**src/rtl/ballot_pkg.sv**
```systemverilog
package ballot_pkg;

    localparam int PREF_W    = 4;
    localparam int LOG_DEPTH = 1 << PREF_W;
    localparam int MAX_CAND  = LOG_DEPTH - 1;

    typedef enum logic [1:0] {
        UNIT_IDLE = 2'd0,
        UNIT_VOTE = 2'd1,
        UNIT_LOCK = 2'd2
    } unit_state_t;

    typedef logic [PREF_W-1:0] pref_t;

    typedef struct packed {
        logic  used;
        pref_t pref;
    } slot_t;

    // Display code: stored preference plus one, zero when the slot is unused.
    function automatic pref_t slot_display(input slot_t s);
        pref_t r;
        r = s.used ? pref_t'(s.pref + 1'b1) : '0;
        return r;
    endfunction

    // 1-based position of the lowest set bit, zero when none is set.
    function automatic pref_t lowest_index(input logic [MAX_CAND-1:0] v);
        pref_t r;
        r = '0;
        for (int k = MAX_CAND - 1; k >= 0; k--) begin
            if (v[k]) r = pref_t'(k + 1);
        end
        return r;
    endfunction

endpackage

```
**src/rtl/bal_enable_chain.sv**
```systemverilog
module bal_enable_chain #(
    parameter int NUM_CAND = 15,
    parameter int CW       = 5
) (
    input  logic [CW-1:0]       cand_count_i,
    output logic [NUM_CAND-1:0] allowed_o
);
    // Each link passes its enable on; the first refused candidate blocks all above.
    always_comb begin
        allowed_o[0] = (CW'(1) < cand_count_i);
        for (int k = 1; k < NUM_CAND; k++) begin
            allowed_o[k] = allowed_o[k-1] & (CW'(k + 1) < cand_count_i);
        end
    end
endmodule

```
**src/rtl/bal_pref_counter.sv**
```systemverilog
module bal_pref_counter #(
    parameter int W = 4
) (
    input  logic         clk,
    input  logic         rst,
    input  logic         clr_i,
    input  logic         inc_i,
    input  logic         dec_i,
    output logic [W-1:0] cnt_o
);
    always_ff @(posedge clk) begin
        if (rst || clr_i) begin
            cnt_o <= '0;
        end else if (inc_i) begin
            cnt_o <= cnt_o + 1'b1;          // wraps to zero past the top
        end else if (dec_i && (cnt_o != '0)) begin
            cnt_o <= cnt_o - 1'b1;          // floors at zero
        end
    end
endmodule

```
**src/rtl/bal_cand_slot.sv**
```systemverilog
module bal_cand_slot
    import ballot_pkg::*;
(
    input  logic  clk,
    input  logic  rst,
    input  logic  clr_i,
    input  logic  set_i,
    input  logic  undo_i,
    input  pref_t undo_val_i,
    input  pref_t cur_i,
    output slot_t slot_o
);
    always_ff @(posedge clk) begin
        if (rst || clr_i) begin
            slot_o <= '0;
        end else if (set_i) begin
            slot_o <= '{used: 1'b1, pref: cur_i};
        end else if (undo_i && slot_o.used && (slot_o.pref == undo_val_i)) begin
            slot_o <= '0;
        end
    end
endmodule

```
**src/rtl/bal_press_log.sv**
```systemverilog
module bal_press_log #(
    parameter int AW = 4,
    parameter int DW = 4
) (
    input  logic          clk,
    input  logic          rst,
    input  logic          we_i,
    input  logic [AW-1:0] waddr_i,
    input  logic [DW-1:0] wdata_i,
    input  logic [AW-1:0] raddr_i,
    output logic [DW-1:0] rdata_o
);
    localparam int DEPTH = 1 << AW;

    logic [DW-1:0] mem [DEPTH];

    always_ff @(posedge clk) begin
        if (rst) begin
            for (int i = 0; i < DEPTH; i++) mem[i] <= '0;
        end else if (we_i) begin
            mem[waddr_i] <= wdata_i;
        end
    end

    assign rdata_o = mem[raddr_i];
endmodule

```
**src/rtl/ballot_entry_ctrl.sv**
```systemverilog
module ballot_entry_ctrl
    import ballot_pkg::*;
#(
    parameter int NUM_CAND = MAX_CAND,
    localparam int CW      = $clog2(NUM_CAND + 2)
) (
    input  logic                       clk,
    input  logic                       rst,
    input  logic                       booth_enable_i,
    input  logic [CW-1:0]              cand_count_i,
    input  logic [NUM_CAND-1:0]        btn_i,
    input  logic                       back_i,
    input  logic                       submit_i,
    input  logic                       xfer_done_i,
    input  logic [PREF_W-1:0]          log_rd_addr_i,
    output logic [PREF_W-1:0]          log_rd_data_o,
    output logic [NUM_CAND*PREF_W-1:0] disp_o,
    output logic                       ready_o,
    output logic                       idle_o,
    output logic                       locked_o
);
    // Previous input levels for edge detection.
    logic [NUM_CAND-1:0] btn_q;
    logic                back_q;
    logic                submit_q;

    always_ff @(posedge clk) begin
        btn_q    <= btn_i;
        back_q   <= back_i;
        submit_q <= submit_i;
    end

    logic [NUM_CAND-1:0] btn_rise;
    logic                back_rise;
    logic                submit_rise;

    assign btn_rise    = btn_i & ~btn_q;
    assign back_rise   = back_i & ~back_q;
    assign submit_rise = submit_i & ~submit_q;

    unit_state_t         state;
    logic [NUM_CAND-1:0] allowed;
    logic [NUM_CAND-1:0] used;
    logic [NUM_CAND-1:0] active;
    slot_t               slots [NUM_CAND];
    pref_t               cnt;
    pref_t               undo_val;
    pref_t               press_idx;
    logic [MAX_CAND-1:0] rise_wide;
    logic                voting;
    logic                all_filled;
    logic                press_ok;
    logic                back_ok;
    logic                undo_go;
    logic                submit_ok;
    logic                clear_all;

    bal_enable_chain #(
        .NUM_CAND (NUM_CAND),
        .CW       (CW)
    ) u_chain (
        .cand_count_i (cand_count_i),
        .allowed_o    (allowed)
    );

    assign active     = allowed & ~used;
    assign all_filled = ~|active;
    assign voting     = (state == UNIT_VOTE);

    always_comb begin
        rise_wide                = '0;
        rise_wide[NUM_CAND-1:0]  = btn_rise;
    end

    assign press_idx = lowest_index(rise_wide);
    assign press_ok  = voting && $onehot(btn_rise) && |(btn_rise & active);
    assign back_ok   = voting && !press_ok && back_rise;
    assign undo_go   = back_ok && (cnt != '0);
    assign undo_val  = cnt - 1'b1;
    assign submit_ok = voting && !press_ok && !back_rise && submit_rise && all_filled;
    assign clear_all = (state == UNIT_LOCK) && xfer_done_i;

    bal_pref_counter #(
        .W (PREF_W)
    ) u_counter (
        .clk   (clk),
        .rst   (rst),
        .clr_i (clear_all),
        .inc_i (press_ok),
        .dec_i (back_ok),
        .cnt_o (cnt)
    );

    genvar k;
    generate
        for (k = 0; k < NUM_CAND; k++) begin : g_slot
            bal_cand_slot u_slot (
                .clk        (clk),
                .rst        (rst),
                .clr_i      (clear_all),
                .set_i      (press_ok && btn_rise[k]),
                .undo_i     (undo_go),
                .undo_val_i (undo_val),
                .cur_i      (cnt),
                .slot_o     (slots[k])
            );
            assign used[k]                    = slots[k].used;
            assign disp_o[k*PREF_W +: PREF_W] = slot_display(slots[k]);
        end
    endgenerate

    bal_press_log #(
        .AW (PREF_W),
        .DW (PREF_W)
    ) u_log (
        .clk     (clk),
        .rst     (rst),
        .we_i    (press_ok),
        .waddr_i (cnt),
        .wdata_i (press_idx),
        .raddr_i (log_rd_addr_i),
        .rdata_o (log_rd_data_o)
    );

    always_ff @(posedge clk) begin
        if (rst) begin
            state <= UNIT_IDLE;
        end else begin
            unique case (state)
                UNIT_IDLE: if (booth_enable_i) state <= UNIT_VOTE;
                UNIT_VOTE: if (submit_ok)      state <= UNIT_LOCK;
                UNIT_LOCK: if (xfer_done_i)    state <= UNIT_IDLE;
                default:                       state <= UNIT_IDLE;
            endcase
        end
    end

    assign ready_o  = voting && all_filled;
    assign idle_o   = (state == UNIT_IDLE);
    assign locked_o = (state == UNIT_LOCK);
endmodule

```
**config.mk**
```make
export PLATFORM = sky130hd
export DESIGN_NAME = ballot_entry_ctrl
export DESIGN_NICKNAME = d
export VERILOG_FILES = /design/src/rtl/ballot_pkg.sv /design/src/rtl/bal_enable_chain.sv /design/src/rtl/bal_pref_counter.sv /design/src/rtl/bal_cand_slot.sv /design/src/rtl/bal_press_log.sv /design/src/rtl/ballot_entry_ctrl.sv
export SDC_FILE = /design/constraint.sdc
export NUM_CORES = 1
export LEC_CHECK = 0
export BUFFER_PORTS_ARGS = -buffer_cell sky130_fd_sc_hd__clkbuf_2
export CAP_MARGIN = 20
export CORE_AREA = 2 2 163 165
export CTS_CLUSTER_SIZE = 25
export DETAILED_ROUTE_END_ITERATION = 12
export DIE_AREA = 0 0 165 167
export SYNTH_ARGS = -nofsm -noshare
export SYNTH_HDL_FRONTEND = slang
export SYNTH_SLANG_ARGS = --single-unit
```
**constraint.sdc**
```tcl
create_clock -name clk -period 5.2 [get_ports clk]
set_input_delay 0.52 -clock clk [delete_from_list [all_inputs] [get_ports clk]]
set_output_delay 0.52 -clock clk [all_outputs]
set_load 0.05 [all_outputs]
```
=== Word-level counts from Yosys, hierarchy flattened ===
Memories as Yosys holds them, arrays and structs flattened.
Index checks and enable logic that the tools add are counted.

* Bits in registers: 98
* Memory bits (writable): 64
* Output and inout bits: 67
* Logic and storage cells: 281
* Memories kept: 1

{| class="wikitable"
|+ Memories
! memory !! depth !! width !! rd ports !! clocked after memory_dff !! write ports !! RTL line !! RTL
|-
| u_log.mem || 16 || 4 || 1 || 0 || 16 || bal_press_log.sv:15 || <nowiki>logic [DW-1:0] mem [DEPTH];</nowiki>
|}

* Add/sub/neg operators: 31
* Order comparisons: 15
* Equal/unequal tests: 21
* Mux-type cells: 74
* Bitwise gates (word level): 23
* Reductions and logical operators: 81

{| class="wikitable"
|+ Operator list
! kind !! number
|-
| 2-to-1 mux 5 bit || 30
|-
| 2-to-1 mux 4 bit || 34
|-
| adder 4 x 1 -> 4 bit, second input constant || 16
|-
| == test 4 bit || 15
|-
| logical AND 1 bit || 55
|-
| AND 15 bit || 3
|-
| < comparator 4 x 5 -> 1 bit, first input constant || 8
|-
| nonzero test 2 bit || 16
|-
| NOT 15 bit || 2
|-
| OR reduction 15 bit || 2
|-
| < comparator 3 x 5 -> 1 bit, first input constant || 4
|-
| AND 1 bit || 16
|-
| adder 1 x 1 -> 2 bit || 7
|-
| < comparator 2 x 5 -> 1 bit, first input constant || 2
|-
| adder 2 x 2 -> 3 bit || 3
|-
| adder 3 x 3 -> 4 bit || 2
|-
| 2-to-1 mux 1 bit || 6
|-
| 2-to-1 mux 2 bit || 3
|-
| one-hot mux 2 bit (3 select lines) || 1
|-
| < comparator 1 x 5 -> 1 bit, first input constant || 1
|-
| adder 4 bit || 1
|-
| == test 4 x 1 -> 1 bit, second input constant || 1
|-
| inequality test 2 bit, second input constant || 2
|-
| nonzero test 4 bit || 1
|-
| 11 further kinds || 14
|}

=== Logic depth before layout (Yosys ltp) ===
* Depth after elaboration: 27
* Mapped depth: 18

=== Cells and area by module ===
From an unflattened synthesis, not the netlist that was laid out.

* Cell total of the unflattened synthesis: 1049
* Area, all modules: 10304.9 µm²

{| class="wikitable"
|+ By module, submodules not included
! module !! instances !! cells an instance !! area each (µm²) !! seq. area each (µm²)
|-
| bal_cand_slot || 15 || 33 || 297.8 || 100.1
|-
| bal_press_log || 1 || 212 || 3130.5 || 1921.8
|-
| ballot_entry_ctrl || 1 || 289 || 2287.2 || 380.4
|-
| bal_pref_counter || 1 || 25 || 255.2 || 80.1
|-
| bal_enable_chain || 1 || 28 || 165.2 || 0.0
|}

=== Least setup slack after synthesis ===
Ideal clock, no wire load.

* Path kind: input -> register
* Start point: in btn_i[1]
* End point: mem u_log.mem[14][0], enable pin
* Data arrival time: 5.335 ns
* Required time: 4.862 ns
* Path slack: -0.473 ns
* Stages on the path: 16
* Buffers on the path: 3
* Cell sequence: nor2b_1 -> clkbuf_1 -> fa_1 -> fa_1 -> inv_1 -> fa_1 -> fa_1 -> inv_1 -> fa_1 -> fa_1 -> nor3_1 -> o211a_1 -> clkbuf_1 -> o21ai_1 -> clkbuf_1 -> o21bai_1

{| class="wikitable"
|+ RTL lines
! item !! RTL line !! RTL
|-
| from (decl) || ballot_entry_ctrl.sv:11 || <nowiki>input logic [NUM_CAND-1:0] btn_i,</nowiki>
|-
| to (decl) || bal_press_log.sv:15 ||
|}

=== Final worst setup path ===
* Start point: reg btn_q[0]
* End point: reg g_slot[14].u_slot.slot_o[2] (netlist name)

* Cells in the longest elaborated chain, start to end: 16

{| class="wikitable"
|+ RTL lines
! item !! RTL line !! RTL
|-
| from (decl) || ballot_entry_ctrl.sv:23 || <nowiki>logic [NUM_CAND-1:0] btn_q;</nowiki>
|-
| from (signal assigned) || ballot_entry_ctrl.sv:28 || <nowiki>btn_q <= btn_i;</nowiki>
|-
| NOT 15 bit (*) || ballot_entry_ctrl.sv:37 || <nowiki>assign btn_rise = btn_i & ~btn_q;</nowiki>
|-
| AND 15 bit (*) || ballot_entry_ctrl.sv:37 ||
|-
| adder 1 x 1 -> 2 bit (not written as such) || ballot_entry_ctrl.sv:76 || <nowiki>assign press_ok = voting && $onehot(btn_rise) && |(btn_rise & active);</nowiki>
|-
| adder 2 x 2 -> 3 bit (not written as such) || ballot_entry_ctrl.sv:76 ||
|-
| adder 3 x 3 -> 4 bit (not written as such) || ballot_entry_ctrl.sv:76 ||
|-
| adder 4 bit (not written as such) || ballot_entry_ctrl.sv:76 ||
|-
| == test 4 x 1 -> 1 bit || ballot_entry_ctrl.sv:76 ||
|-
| logical AND 1 bit || ballot_entry_ctrl.sv:76 ||
|-
| logical AND 1 bit (*) || ballot_entry_ctrl.sv:76 ||
|-
| logical NOT 1 bit || ballot_entry_ctrl.sv:77 || <nowiki>assign back_ok = voting && !press_ok && back_rise;</nowiki>
|-
| logical AND 1 bit (2 in series) || ballot_entry_ctrl.sv:77 ||
|-
| logical AND 1 bit || ballot_entry_ctrl.sv:78 || <nowiki>assign undo_go = back_ok && (cnt != '0);</nowiki>
|-
| logical AND 1 bit (2 in series) || bal_cand_slot.sv:18 || <nowiki>end else if (undo_i && slot_o.used && (slot_o.pref == undo_val_i)) begin</nowiki>
|-
| nonzero test 2 bit (no source line) || -- ||
|-
| to (signal assigned) || bal_cand_slot.sv:17 || <nowiki>slot_o <= '{used: 1'b1, pref: cur_i};</nowiki>
|-
| to (decl) || bal_cand_slot.sv:11 || <nowiki>output slot_t slot_o</nowiki>
|}

Every way passes the cells marked *; elsewhere a longest branch is shown, timed or not.
A chain may end at the register's enable or synchronous reset.

==> metrics <==
switch share 0.2911; crit path to g_slot[14].u_slot.slot_o[2]; critical path type flop to flop; DIE AREA 27560 um2; area taken by multi-input logic gates 4671 um2; Vias per Instance 5.230; WP data arrival 5270 ps; Sink Count 162; Pwr per Cell Area 294.3 nW/um2; CTS root buf clkbuf_16; TritonCTS clock tree done; max-cap violations 0; DIE WIDTH 165 um; Starting Density 0.3454; Post-Syn Area per Cell 10.17 um2; setup slack after layout 222.3 ps; grt total ovfl 0; Detail Route Antenna Nets 0; DRC violations left 0; post-synthesis instance area 8900 um2; Final setup viols 0; Pleak 0.004181 uW; Initial DRT Pass Iterations 5; max_slew headroom 0.2456; Hold Buf Count CTS 0; f_max 0.2009 GHz; largest net degree at the start of global routing 40; P_sw 916.1 uW; post-synthesis register bit count 162; gr usage total 0.1785; Post-synth EDFFs 64; Clock Path Buffers 2; core area 25760 um2; crit end category flop; Setup Skew 10.87 ps; final period utilization 0.9572; Comb power frac 0.187; internal power 2231 uW; Clock power frac 0.375; R2R depth 17; global-route wire length before repair 38160 um; Critical Path RT 5500 ps; register area share after synthesis 0.4364; Cells after Synth 875; reg-to-reg startpoint btn_q[0]; distinct cell type count after synthesis 58; Inserted Diodes 0; clock transition at the registers of the reported paths 70 ps; Startpoint Class flop; Die Y 167 um; Worst R2R Setup Slack 220 ps; H-tree depth 4; ranking of synthesized cells by area dfxtp_1 (22%), edfxtp_1 (22%), xnor2_1 (5.5%), mux4_2 (5.1%), xor2_1 (3.4%); GP Congestion 0.9044; ys async rst share 0; syn nets 937; Final Max Slew Viols 0; total power 3147 uW; io pins 97; worst-skew pair later-pin latency 430 ps; share of cells above drive strength 1 0.2211; DR WL/cell 17.85 um; Area after DPL 10150 um2; Post-CTS Resized 0; Max VDD drop 205.5 uV; RR Endpoint g_slot[14].u_slot.slot_o[2]; status finished, final reports clean; worst-margin pin slew 1132 ps; final wirelength 23910 um; Synth top area share 0.2204; vias in the first global route 6938; Initial DRC Count 538; Ys Warns 0; IO Port Bufs 96; via count 7003; Setup TNS 0 ps; Top FF cell, synth dfxtp_1; Reg area 3884 um2; RSZ-0062 raised after global routing false; worst-path maximum fanout 20; Final Hold Violating Endpoints 0; Post-CTS Setup Bufs 0; Placement Rows 59; post-DP HPWL 17230 um; Final min period 4978 ps; number of CTS-inserted buffers 17; Finished Cell Area 10690 um2; initial antenna violation count 0; sequential share of power 0.439; biggest area consumer among synthesized cells dfxtp_1; DP Worst Slack -120.1 ps; crit path from btn_q[0]; P&R area growth vs syn 20.16%; Fill cells 2446; Total Nets Final 1053; min-delay worst type input port to flop
[per-stage QoR]
stage / util / std cells / hold slack (ps)
global placement: 0.3939 / 1307 / 482.8
floorplan: - / 875 / 466.0
detailed placement: 0.3939 / 1307 / 483.8
global route: 0.4151 / 1339 / 188.9
finish: 0.4151 / 1339 / 202.6
CTS: 0.4151 / 1339 / 190.7
[layer usage]
layer / up-vias / share of wire / global-route usage
li1: 3408 / - / -
met1: 3371 / 0.43 / 0.2269
met2: 196 / 0.51 / 0.3098
met3: 28 / 0.049 / 0.03437
met4: 0 / 0.014 / 0.04423
met5: - / 0 / 0
[worst max-delay path: stages, from the launching register on]
cell and delay [ps]:
dfxtp_1 300, nand2b_1 110, inv_1 80, fa_1 540, fa_1 550, inv_1 50
fa_1 460, fa_1 540, inv_1 60, fa_2 390, fa_1 380, and3_1 160
o211a_1 280, o21a_4 160, buf_12 160, buf_4 140, o211ai_1 350, o22ai_1 140
[cells by family (layout without fill, tap and decap cells)]
logic type,after synthesis,count (layout),synth area share
and+or+nand+nor,273,273,0.1660
AOI/OAI and AO/OA,188,188,0.1524
DFF,162,162,0.4364
buffers and inverters,107,236,0.04864
xor gates and xnor gates,92,92,0.09138
adders and majority gates,32,32,0.05342
muxes,21,21,0.05174
[placed cells by master (no fill, tap or decap), types with 6 or more instances in the layout]
master     instances
o22ai_1           33
nor4_1            23
nor2b_1           26
edfxtp_1          64
and2_1            46
xnor2_1           56
o311a_1            6
dfxtp_1           98
nor3_1             8
a22o_1            28
o21ai_0           15
nand2b_1          13
o31ai_1           11
nor2_1            67
fa_1               9
clkbuf_16         17
o211ai_1          23
o21bai_1           6
or4_1              7
ha_1              22
buf_4             42
clkbuf_2          96
a21oi_1           30
buf_12             8
xor2_1            34
mux4_2            20
nand2_1           21
nand4_1           12
inv_1             56
nand3_1           32
o21bai_2          10
[registers in the layout, summed over array words and instances, names as in the netlist]
register,count
submit_q,1
g_slot.u_slot.slot_o,75
back_q,1
u_log.mem,64
state,2
u_counter.cnt_o,4
btn_q,15
[Yosys cell counts (26+ instances only)]
| library cell | instances |
|---|---|
| o22ai_1 | 33 |
| nor2_1 | 67 |
| dfxtp_1 | 98 |
| xnor2_1 | 56 |
| a21oi_1 | 32 |
| clkbuf_1 | 32 |
| nand3_1 | 35 |
| a22o_1 | 28 |
| inv_1 | 56 |
| nor2b_1 | 26 |
| xor2_1 | 35 |
| edfxtp_1 | 64 |
| and2_1 | 46 |
[power by group through the flow]
stage	combinational, uW	sequential [uW]	clock [uW]
after detailed placement	587	1410	0
after global routing	643	1380	1250
final	588	1380	1180
after CTS	588	1380	1200
after floorplan	420	1390	0
after global placement	581	1410	0
[worst min-delay path by stage]
stage,start,endpoint,slack [ps],depth (start not counted)
6_report,btn_i[6],btn_q[6],200,1
2_1_floorplan,g_slot[10].u_slot.slot_o[3],g_slot[10].u_slot.slot_o[3],470,2
4_1_cts,btn_i[6],btn_q[6],190,1
3_3_place_gp,g_slot[2].u_slot.slot_o[3],g_slot[2].u_slot.slot_o[3],480,2
3_5_place_dp,g_slot[2].u_slot.slot_o[3],g_slot[2].u_slot.slot_o[3],480,2
5_1_grt,btn_i[6],btn_q[6],190,1
[layout make-up]
cell class | instances | share of cell area
inverters | 58 | 0.02048
well taps | 335 | 0.03920
flip-flops and latches | 162 | 0.3632
repair buffers | 146 | 0.08939
clock buffers | 19 | 0.04048
clock inverters | 13 | 0.01053
multi-input cells | 606 | 0.4368
No activity file was read; power rests on OpenSTA's default activity.
